$ cat config.mk
export PLATFORM = sky130hd
export DESIGN_NAME = tw_eeprom_slave
export DESIGN_NICKNAME = d
export VERILOG_FILES = /design/src/rtl/tw_eeprom_pkg.sv /design/src/rtl/tw_line_sync.sv /design/src/rtl/tw_bus_cond.sv /design/src/rtl/tw_addr_ctr.sv /design/src/rtl/tw_eeprom_slave.sv
export SDC_FILE = /design/constraint.sdc
export NUM_CORES = 1
export LEC_CHECK = 0
export BUFFER_PORTS_ARGS = -buffer_cell sky130_fd_sc_hd__buf_2
export CORE_ASPECT_RATIO = 1.75
export CORE_UTILIZATION = 45
export DETAILED_ROUTE_END_ITERATION = 12
export PLACE_DENSITY = 0.75
export SYNTH_ARGS = -nofsm -noshare
export SYNTH_HDL_FRONTEND = slang
export SYNTH_SLANG_ARGS = --single-unit
$ cat constraint.sdc
create_clock -name clk -period 3.2 [get_ports clk]
set_input_delay 0.16 -clock clk [delete_from_list [all_inputs] [get_ports clk]]
set_output_delay 0.16 -clock clk [all_outputs]
set_load 0.02 [all_outputs]
$ cat src/rtl/tw_eeprom_pkg.sv
package tw_eeprom_pkg;

    localparam logic [3:0] DEV_TYPE = 4'b1010;

    typedef enum logic [3:0] {
        ST_IDLE,
        ST_DEVADR,
        ST_DEVACK,
        ST_ADRHI,
        ST_HIACK,
        ST_ADRLO,
        ST_LOACK,
        ST_WDATA,
        ST_WDACK,
        ST_RDATA,
        ST_RDACK,
        ST_DRAIN
    } tw_state_e;

endpackage

$ cat src/rtl/tw_line_sync.sv
// Multi-stage synchroniser for one bus line; also keeps the previous
// synchronised sample so that edges can be detected downstream.
module tw_line_sync #(
    parameter int STAGES = 2
) (
    input  logic clk,
    input  logic rst_n,
    input  logic line_i,
    output logic level_o,
    output logic prev_o
);

    logic [STAGES-1:0] pipe_q;
    logic              last_q;

    always_ff @(posedge clk or negedge rst_n) begin
        if (!rst_n) begin
            pipe_q <= '1;
            last_q <= 1'b1;
        end else begin
            pipe_q <= {pipe_q[STAGES-2:0], line_i};
            last_q <= pipe_q[STAGES-1];
        end
    end

    assign level_o = pipe_q[STAGES-1];
    assign prev_o  = last_q;

endmodule

$ cat src/rtl/tw_bus_cond.sv
// Start/stop detection: a data edge while the clock is steadily high.
module tw_bus_cond (
    input  logic scl_lvl,
    input  logic scl_prev,
    input  logic sda_lvl,
    input  logic sda_prev,
    output logic start_o,
    output logic stop_o
);

    logic scl_steady_hi;

    assign scl_steady_hi = scl_lvl & scl_prev;
    assign start_o       = scl_steady_hi & sda_prev & ~sda_lvl;
    assign stop_o        = scl_steady_hi & ~sda_prev & sda_lvl;

endmodule

$ cat src/rtl/tw_addr_ctr.sv
// Shared word-address counter: parallel load, in-page step, linear step.
module tw_addr_ctr #(
    parameter int ADDR_W = 13,
    parameter int PAGE_W = 5
) (
    input  logic              clk,
    input  logic              rst_n,
    input  logic              load_i,
    input  logic [ADDR_W-1:0] load_val_i,
    input  logic              inc_page_i,
    input  logic              inc_full_i,
    output logic [ADDR_W-1:0] addr_o
);

    localparam logic [PAGE_W-1:0] PG_ONE  = {{(PAGE_W-1){1'b0}}, 1'b1};
    localparam logic [ADDR_W-1:0] LIN_ONE = {{(ADDR_W-1){1'b0}}, 1'b1};

    logic [ADDR_W-1:0] addr_q;
    logic [PAGE_W-1:0] pg_next;

    assign pg_next = addr_q[PAGE_W-1:0] + PG_ONE;

    always_ff @(posedge clk or negedge rst_n) begin
        if (!rst_n) begin
            addr_q <= '0;
        end else if (load_i) begin
            addr_q <= load_val_i;
        end else if (inc_page_i) begin
            addr_q <= {addr_q[ADDR_W-1:PAGE_W], pg_next};
        end else if (inc_full_i) begin
            addr_q <= addr_q + LIN_ONE;
        end
    end

    assign addr_o = addr_q;

endmodule

$ cat src/rtl/tw_eeprom_slave.sv
module tw_eeprom_slave
    import tw_eeprom_pkg::*;
#(
    parameter int ADDR_W      = 13,
    parameter int PAGE_W      = 5,
    parameter int SYNC_STAGES = 2
) (
    input  logic              clk,
    input  logic              rst_n,
    input  logic              scl_i,
    input  logic              sda_i,
    output logic              sda_oe_n,
    input  logic [2:0]        strap_i,
    input  logic              prog_busy,
    output logic              wr_en,
    output logic [ADDR_W-1:0] wr_addr,
    output logic [7:0]        wr_data,
    output logic              prog_start,
    output logic [ADDR_W-1:0] mem_rd_addr,
    input  logic [7:0]        mem_rd_data
);

    localparam int          ADDR_HI_W = ADDR_W - 8;
    localparam logic [3:0]  BITS_FULL = 4'd8;
    localparam logic [3:0]  BITS_LAST = 4'd7;

    // ---------------------------------------------------------------
    // Line sampling and bus conditions
    // ---------------------------------------------------------------
    logic scl_lvl, scl_prev, sda_lvl, sda_prev;
    logic scl_rise, scl_fall;
    logic start_det, stop_det;

    tw_line_sync #(.STAGES(SYNC_STAGES)) u_scl_sync (
        .clk     (clk),
        .rst_n   (rst_n),
        .line_i  (scl_i),
        .level_o (scl_lvl),
        .prev_o  (scl_prev)
    );

    tw_line_sync #(.STAGES(SYNC_STAGES)) u_sda_sync (
        .clk     (clk),
        .rst_n   (rst_n),
        .line_i  (sda_i),
        .level_o (sda_lvl),
        .prev_o  (sda_prev)
    );

    tw_bus_cond u_cond (
        .scl_lvl  (scl_lvl),
        .scl_prev (scl_prev),
        .sda_lvl  (sda_lvl),
        .sda_prev (sda_prev),
        .start_o  (start_det),
        .stop_o   (stop_det)
    );

    assign scl_rise = scl_lvl & ~scl_prev;
    assign scl_fall = ~scl_lvl & scl_prev;

    // ---------------------------------------------------------------
    // State and datapath registers
    // ---------------------------------------------------------------
    tw_state_e              state_q, state_d;
    logic [3:0]             bit_cnt_q;
    logic [7:0]             shreg_q;
    logic [7:0]             tx_q;
    logic                   rw_q;
    logic                   host_ack_q;
    logic [ADDR_HI_W-1:0]   hi_q;
    logic                   wr_pend_q;
    logic                   wr_en_q;
    logic [ADDR_W-1:0]      wr_addr_q;
    logic [7:0]             wr_data_q;
    logic                   prog_start_q;

    logic                   byte_full;
    logic                   addr_ok;
    logic                   step_ok;
    logic                   ctr_load, ctr_inc_page, ctr_inc_full;
    logic [ADDR_W-1:0]      ctr_addr;

    assign byte_full = (bit_cnt_q == BITS_FULL);
    assign addr_ok   = (shreg_q[7:4] == DEV_TYPE) &&
                       (shreg_q[3:1] == strap_i) && !prog_busy;
    assign step_ok   = !start_det && !stop_det;

    // ---------------------------------------------------------------
    // Address counter control
    // ---------------------------------------------------------------
    assign ctr_load     = step_ok && (state_q == ST_ADRLO) && scl_fall && byte_full;
    assign ctr_inc_page = step_ok && (state_q == ST_WDATA) && scl_fall && byte_full;
    assign ctr_inc_full = step_ok && scl_fall &&
                          (((state_q == ST_DEVACK) && rw_q) ||
                           ((state_q == ST_RDACK) && host_ack_q));

    tw_addr_ctr #(.ADDR_W(ADDR_W), .PAGE_W(PAGE_W)) u_ctr (
        .clk        (clk),
        .rst_n      (rst_n),
        .load_i     (ctr_load),
        .load_val_i ({hi_q, shreg_q}),
        .inc_page_i (ctr_inc_page),
        .inc_full_i (ctr_inc_full),
        .addr_o     (ctr_addr)
    );

    // ---------------------------------------------------------------
    // State register
    // ---------------------------------------------------------------
    always_ff @(posedge clk or negedge rst_n) begin
        if (!rst_n) begin
            state_q <= ST_IDLE;
        end else begin
            state_q <= state_d;
        end
    end

    // ---------------------------------------------------------------
    // Next-state logic
    // ---------------------------------------------------------------
    always_comb begin
        state_d = state_q;
        if (start_det) begin
            state_d = ST_DEVADR;
        end else if (stop_det) begin
            state_d = ST_IDLE;
        end else begin
            unique case (state_q)
                ST_IDLE:   state_d = ST_IDLE;
                ST_DEVADR: if (scl_fall && byte_full)
                               state_d = addr_ok ? ST_DEVACK : ST_IDLE;
                ST_DEVACK: if (scl_fall)
                               state_d = rw_q ? ST_RDATA : ST_ADRHI;
                ST_ADRHI:  if (scl_fall && byte_full) state_d = ST_HIACK;
                ST_HIACK:  if (scl_fall) state_d = ST_ADRLO;
                ST_ADRLO:  if (scl_fall && byte_full) state_d = ST_LOACK;
                ST_LOACK:  if (scl_fall) state_d = ST_WDATA;
                ST_WDATA:  if (scl_fall && byte_full) state_d = ST_WDACK;
                ST_WDACK:  if (scl_fall) state_d = ST_WDATA;
                ST_RDATA:  if (scl_fall && (bit_cnt_q == BITS_LAST))
                               state_d = ST_RDACK;
                ST_RDACK:  if (scl_fall)
                               state_d = host_ack_q ? ST_RDATA : ST_DRAIN;
                ST_DRAIN:  state_d = ST_DRAIN;
                default:   state_d = ST_IDLE;
            endcase
        end
    end

    // ---------------------------------------------------------------
    // Datapath: shifting, bit counting, write hand-off, read loads
    // ---------------------------------------------------------------
    always_ff @(posedge clk or negedge rst_n) begin
        if (!rst_n) begin
            bit_cnt_q    <= '0;
            shreg_q      <= '0;
            tx_q         <= '1;
            rw_q         <= 1'b0;
            host_ack_q   <= 1'b0;
            hi_q         <= '0;
            wr_pend_q    <= 1'b0;
            wr_en_q      <= 1'b0;
            wr_addr_q    <= '0;
            wr_data_q    <= '0;
            prog_start_q <= 1'b0;
        end else begin
            wr_en_q      <= 1'b0;
            prog_start_q <= 1'b0;
            if (start_det) begin
                bit_cnt_q <= '0;
            end else if (stop_det) begin
                bit_cnt_q    <= '0;
                prog_start_q <= wr_pend_q;
                wr_pend_q    <= 1'b0;
            end else begin
                case (state_q)
                    ST_DEVADR, ST_ADRHI, ST_ADRLO, ST_WDATA: begin
                        if (scl_rise && !byte_full) begin
                            shreg_q   <= {shreg_q[6:0], sda_lvl};
                            bit_cnt_q <= bit_cnt_q + 4'd1;
                        end else if (scl_fall && byte_full) begin
                            bit_cnt_q <= '0;
                            if (state_q == ST_DEVADR) rw_q <= shreg_q[0];
                            if (state_q == ST_ADRHI)  hi_q <= shreg_q[ADDR_HI_W-1:0];
                            if (state_q == ST_WDATA) begin
                                wr_en_q   <= 1'b1;
                                wr_addr_q <= ctr_addr;
                                wr_data_q <= shreg_q;
                                wr_pend_q <= 1'b1;
                            end
                        end
                    end
                    ST_DEVACK: begin
                        if (scl_fall && rw_q) begin
                            tx_q      <= mem_rd_data;
                            bit_cnt_q <= '0;
                        end
                    end
                    ST_RDATA: begin
                        if (scl_fall) begin
                            if (bit_cnt_q == BITS_LAST) begin
                                bit_cnt_q <= '0;
                            end else begin
                                tx_q      <= {tx_q[6:0], 1'b1};
                                bit_cnt_q <= bit_cnt_q + 4'd1;
                            end
                        end
                    end
                    ST_RDACK: begin
                        if (scl_rise) begin
                            host_ack_q <= ~sda_lvl;
                        end else if (scl_fall && host_ack_q) begin
                            tx_q <= mem_rd_data;
                        end
                    end
                    default: ;
                endcase
            end
        end
    end

    // ---------------------------------------------------------------
    // Output logic
    // ---------------------------------------------------------------
    always_comb begin
        unique case (state_q)
            ST_DEVACK, ST_HIACK, ST_LOACK, ST_WDACK: sda_oe_n = 1'b0;
            ST_RDATA:                                sda_oe_n = tx_q[7];
            default:                                 sda_oe_n = 1'b1;
        endcase
    end

    assign wr_en       = wr_en_q;
    assign wr_addr     = wr_addr_q;
    assign wr_data     = wr_data_q;
    assign prog_start  = prog_start_q;
    assign mem_rd_addr = ctr_addr;

endmodule

==> impl_metrics.tcl, run 1 <==
set metrics [dict create \
    dp_hpwl_um 6060 \
    cp-start-kind "flop" \
    first_iter_violations 166 \
    fillers 697 \
    r2r_slack_ns 0.70 \
    violations "design-rule violations" \
    remaining_drc_errors 7 \
    yosys-top-cells-area "dfrtp_1 41%, dfstp_2 10%, mux2_1 7.6%" \
    peakVddDrop_v 0.000454 \
    grt_pass1_wl_um 13600 \
    hold_class "in -> reg" \
    via_per_inst 5.93 \
    synthFlopType "dfrtp_1" \
    grt_pass1_vias 2825 \
    worstPathRequired_ns 3.46 \
    finalMaxSlewViolations 0 \
    overflow 0 \
    seq_area_sq_um 1870 \
    setup_violations 0 \
    ys_top_cells_by_count "60 x dfrtp_1, 25 x mux2_1, 24 x mux2_2, 21 x nand2_1" \
    ys_ff_latch 74 \
    crit_arrival_ns 2.76 \
    path_delay_family "simple AND/OR/NAND/NOR gates" \
    synth_top_area_cell "dfrtp_1" \
    die_h_um 122 \
    crit_chain "and4bb_1, a21oi_1, or4b_1, mux2_1" \
    rsz0062_at_grt "false" \
    clkTransAtPathRegs_ns 0.06 \
    synth.avg_cell_area_sq_um 10.9 \
    min_period_ns 2.50 \
    synthCells 338 \
    via_count 2881 \
    ios 53 \
    synth_nets 357 \
    synth_edf_count 0 \
    antenna_left 0 \
    core.rowCount 43 \
    critPathKind "reg -> reg" \
    die_w_um 70.5 \
    synth_top_area_share 0.406 \
    synthToLayoutAreaGrowth_pct 18.9 \
    yosysUniqueCellTypes 57 \
    critPathMaxFanout 21 \
    slowest_delay_ns 0.68 \
    drv_cap 0 \
    routed_wl_um 8340 \
    grt_max_degree 34 \
    status "finished, violations left" \
    fmax_mhz 401 \
    multiInputGateArea_sq_um 1700 \
    nets 410 \
    ys_seq_area_frac 0.506 \
    tns_ns 0 \
    period_share 0.780 \
    cts_buffer_depth 2 \
    grt_usage 0.208 \
    initial_utilization 0.464 \
    die_area_sq_um 8590 \
    h-tree-depth 3 \
    clk_latency_ns 0.34 \
    slew_headroom 0.432 \
    critical_path.endpoint_type "flop" \
    p_per_area_nw_per_um2 678 \
    hold_viol 0 \
    synth_most_common_cell "dfrtp_1" \
    worst_pin_slew_ns 0.849 \
    finClkSkew_ns 0.00612 \
    postSynth.asyncResetShare 1.00 \
    layout-drive-gt1-share 0.283 \
    netlist_area_sq_um 3690 \
    cts_sinks 74 \
    antennaDiodeCount 0 \
    cp_num_buf_inv 0 \
    hold_slack_ns 0.103 \
    critical-path-slowest-cell "dfrtp_1" \
    drt-pass1-iter-count 8 \
    total_leakage_power_nw 2.10 \
    yosysWarnings 0 \
    wl_per_cell_um 17.2 \
    antenna_found_initial 0 \
    gp_congestion 0.807 \
    port_buffers 52 \
    core_sq_um 7960 \
    cts_tree "done" \
    cts_root_buf "clkbuf_16" \
    cts_inserted_buffers 9 \
]
-- where the power goes --
group / leakage (nW) / total (mW) / internal, mW / switching [mW]
clock: 0.165 / 1.12 / 0.744 / 0.377
sequential: 0.972 / 1.31 / 1.10 / 0.210
combinational: 0.961 / 0.546 / 0.265 / 0.281
total: 2.10 / 2.98 / 2.11 / 0.868
-- kinds of logic (layout without fill, tap and decap cells) --
group           Yosys count  after routing  synth area share
simple gates             97             97             0.147
compound gates           78             78             0.136
flops                    74             74             0.506
mux                      52             52             0.157
buf+inv                  30             88            0.0339
xor+xnor                  4              4           0.00948
fa+ha+maj                 3              3            0.0102
-- metrics by stage --
| step | instances | setup slack [ns] | utilization | total power, mW | instance area [sq um] |
|---|---|---|---|---|---|
| 2_1_floorplan | 338 | 1.09 | - | 1.69 | 3690 |
| 3_3_place_gp | 467 | 0.813 | 0.506 | 1.84 | 4030 |
| 3_5_place_dp | 467 | 0.724 | 0.506 | 1.87 | 4030 |
| 4_1_cts | 486 | 0.717 | 0.552 | 3.00 | 4390 |
| 5_1_grt | 486 | 0.513 | 0.552 | 3.12 | 4390 |
| 6_report | 486 | 0.704 | 0.552 | 2.98 | 4390 |
-- final cells by class --
class / instances / share of cell area
Sequential cell: 74 / 0.425
Clock inverter: 4 / 0.0165
Timing Repair Buffer: 60 / 0.0746
Multi-Input combinational cell: 234 / 0.387
Clock buffer: 12 / 0.0606
Inverter: 12 / 0.0103
Tap cell: 90 / 0.0256
-- registers in the layout (all words and copies together), names as in the netlist, 2 cells and up --
signal / count
wr_data: 8
bit_cnt_q: 4
tx_q: 8
u_ctr.addr_o: 13
state_q: 4
shreg_q: 8
u_sda_sync.pipe_q: 2
wr_addr: 13
hi_q: 5
u_scl_sync.pipe_q: 2
-- what timing repair did --
| item | in CTS | in global routing |
|---|---|---|
| buffers inserted | 0 | 0 |
| hold buffers | 3 | 0 |
| resized for setup | 0 | 0 |
| endpoints found under the hold margin | 17 | 0 |
-- layout by cell type (no fill, tap or decap), types with 3 or more instances in the layout --
cell / n
a2bb2oi_1: 3
nor3_1: 5
inv_1: 12
clkbuf_8: 3
nor4_1: 3
o21ai_0: 9
or4_1: 4
a32oi_1: 4
dfrtp_1: 60
a31oi_1: 9
clkbuf_16: 9
dfstp_2: 14
mux2_2: 24
o21ai_1: 13
and2_1: 3
nor2_1: 15
nand3b_1: 3
nand2b_1: 6
o31ai_1: 3
o22ai_1: 3
dlygate4sd3_1: 3
a21o_1: 3
ha_1: 3
xnor2_1: 3
a21oi_1: 15
nand4_1: 6
nand2_1: 21
nand3_1: 10
and3_1: 5
nor2b_1: 3
buf_2: 52
buf_4: 5
mux2_1: 25
mux2i_1: 3
-- routing by layer --
layer  GRT usage  vias to the layer above  routed length [um]
met2       0.369                       75                4570
met3      0.0356                       23                 280
met1       0.232                     1420                3160
li1            -                     1363                   -
met5           0                        -                   0
met4       0.122                        0                 326
-- worst reg2reg max path, delay by kind of cell (launching register included) --
family           cells  cell delay [ns]
flip-flops           1             0.68
AND/OR/NAND/NOR      2             1.22
multiplexers         1             0.39
AO/OA/AOI/OAI        1             0.12
-- final timing paths --
kind	startpoint	end	cells past startpoint
max in group asynchronous	rst_n	u_scl_sync.prev_o	3
worst min-delay path	mem_rd_data[0]	tx_q[0]	3
worst max-delay path	state_q[0]	tx_q[6]	4
worst min register to register	u_sda_sync.pipe_q[0]	u_sda_sync.pipe_q[1]	0
min in group asynchronous	rst_n	wr_en	2
worst max register to register	state_q[0]	tx_q[6]	4
Note: power is estimated with default switching activity, not from simulation.
==> inputs of run 2 (changes only) <==
--- a/config.mk
+++ b/config.mk
@@ -9,7 +9,7 @@
 export CORE_ASPECT_RATIO = 1.75
 export CORE_UTILIZATION = 45
 export DETAILED_ROUTE_END_ITERATION = 12
-export PLACE_DENSITY = 0.75
+export PLACE_DENSITY = 0.78
 export SYNTH_ARGS = -nofsm -noshare
 export SYNTH_HDL_FRONTEND = slang
 export SYNTH_SLANG_ARGS = --single-unit
==> constraint.sdc (replaced) <==
create_clock -name clk -period 2.2 [get_ports clk]
set_input_delay 0.11 -clock clk [delete_from_list [all_inputs] [get_ports clk]]
set_output_delay 0.11 -clock clk [all_outputs]
set_load 0.02 [all_outputs]
==> run 2 against run 1 <==
Compared with the run above:
- the flow still finishes with violations (design-rule violations)
- utilization is 2.9 points higher
- register-to-register slack worse by 0.60 ns
- first-iteration DRC count is 23% higher
- non-clock buffer count is 23 higher
- clock-buffer cell count is 2 lower
- via count is 4.3% higher
- worst hold slack worse by 0.057 ns
- cell count is 4.7% higher
- power is 51% higher
- global-route usage is 1.3 points higher
- clock power is 42% higher
- combinational power is 96% higher
- largest power group unchanged
- highest routed layer unchanged
==> impl_metrics.tcl, run 2 (synthesized netlist as in run 1, its figures left out) <==
set metrics [dict create \
    status "finished, violations left" \
    violations "design-rule violations" \
    cts_sinks 74 \
    cts_tree "done" \
    routed_wl_um 8880 \
    gp_congestion 0.824 \
    grt_max_degree 75 \
    worst_pin_slew_ns 0.498 \
    antenna_found_initial 0 \
    drt-pass1-iter-count 8 \
    critPathMaxFanout 5 \
    cp_num_buf_inv 1 \
    slew_headroom 0.665 \
    p_per_area_nw_per_um2 974 \
    finClkSkew_ns 0.0112 \
    hp-start "mem_rd_data[0]" \
    min_period_ns 2.10 \
    post_cts_buffers 0 \
    drv_cap 0 \
    path_delay_family "simple AND/OR/NAND/NOR gates" \
    period_share 0.953 \
    clkTransAtPathRegs_ns 0.06 \
    dp.cells 490 \
    ff2ff_path_depth 7 \
    peakVddDrop_v 0.000587 \
    clk_latency_ns 0.35 \
    cts_inserted_buffers 9 \
    fillers 675 \
    finalMaxSlewViolations 0 \
    finalInstanceArea_sq_um 4630 \
    initial_utilization 0.464 \
    grt_pass1_vias 2894 \
    via_count 3005 \
    die_h_um 122 \
    cts_buffer_depth 2 \
    min_path_cells 3 \
    grt_pass1_wl_um 14300 \
    ios 53 \
    final_cells 509 \
    setup_violations 0 \
    die_area_sq_um 8590 \
    critical_path.endpoint_type "flop" \
    holdPathEnd "tx_q[0]" \
    slowest_delay_ns 0.51 \
    critPathKind "reg -> reg" \
    nets 433 \
    cp-start-kind "flop" \
    crit_arrival_ns 2.38 \
    die_w_um 70.5 \
    cts_root_buf "clkbuf_16" \
    synthToLayoutAreaGrowth_pct 25.3 \
    h-tree-depth 3 \
    dpl-instance-area_sq_um 4220 \
    fin_util 0.581 \
    r2r_slack_ns 0.10 \
    mostFrequentLayoutCells "58 x dfrtp_1, 52 x buf_2, 26 x buf_4" \
    r2r-start "bit_cnt_q[0]" \
    antennaDiodeCount 0 \
    grt_usage 0.221 \
    core_sq_um 7960 \
    antenna_left 0 \
    final_common_cell "dfrtp_1" \
    total_leakage_power_nw 2.22 \
    layout-drive-gt1-share 0.346 \
    first_iter_violations 205 \
    via_per_inst 5.90 \
    r2r_end "bit_cnt_q[3]" \
    overflow 0 \
    critical-path-slowest-cell "or4_4" \
    wl_per_cell_um 17.5 \
    port_buffers 52 \
    core.rowCount 43 \
    fmax_mhz 477 \
    worstPathRequired_ns 2.48 \
    hold_viol 0 \
    remaining_drc_errors 6 \
    hold_class "in -> reg" \
    crit_chain "inv_1, ha_1, and3b_1, o22ai_1, nand3_2, or4_4, a21oi_2" \
    dp_hpwl_um 6220 \
]
run 2: timing repair:
item / CTS / global route
endpoints found under the setup margin: 0 / 9
endpoints found under the hold margin: 62 / 0
resized for setup: 0 / 11
hold buffers: 3 / 0
run 2: final cells by class:
class	instances	area [sq um]	area share
inverters	12	45.0	0.00973
flip-flops and latches	74	1870	0.404
repair buffers	83	526	0.114
multi-input cells	234	1750	0.377
clock buffers	10	239	0.0516
well taps	90	113	0.0243
clock inverters	6	88.8	0.0192
run 2: worst max path at each step:
| stage | endpoint | slack, ns | depth (start not counted) | from |
|---|---|---|---|---|
| 2_1_floorplan | bit_cnt_q[3] | 0.09 | 8 | bit_cnt_q[0] |
| 6_report | bit_cnt_q[3] | 0.10 | 7 | bit_cnt_q[0] |
| 5_1_grt | bit_cnt_q[3] | -0.01 | 6 | state_q[3] |
| 4_1_cts | bit_cnt_q[3] | 0.04 | 7 | bit_cnt_q[0] |
| 3_5_place_dp | bit_cnt_q[3] | 0.07 | 7 | bit_cnt_q[0] |
| 3_3_place_gp | tx_q[6] | 0.13 | 5 | u_scl_sync.prev_o |
run 2: through the flow:
step	worst slack, ns	setup TNS (ns)	power, mW	hold slack, ns
floorplan	0.0937	0	2.46	-0.186
global placement	0.127	0	2.85	0.167
detailed placement	0.0677	0	2.88	0.171
CTS	0.0441	0	4.49	0.0323
global route	-0.0147	-0.0147	4.70	0.0565
finish	0.103	0	4.51	0.0453
run 2: worst register-to-register path, stage by stage (launching register included):
cell and delay, ns:
dfrtp_1 0.41, inv_1 0.06, ha_1 0.22, and3b_1 0.25, o22ai_1 0.28, nand3_2 0.16, or4_4 0.51, a21oi_2 0.15
run 2: where the power goes:
group | switching, mW | total (mW) | internal, mW
clock | 0.569 | 1.59 | 1.02
combinational | 0.547 | 1.07 | 0.527
sequential | 0.234 | 1.84 | 1.61
total | 1.35 | 4.51 | 3.16
run 2: per-layer routing:
metal / GRT usage / wire length [um]
met1: 0.240 / 3340
met2: 0.402 / 5040
met3: 0.0438 / 274
met5: 0 / 0
met4: 0.112 / 227
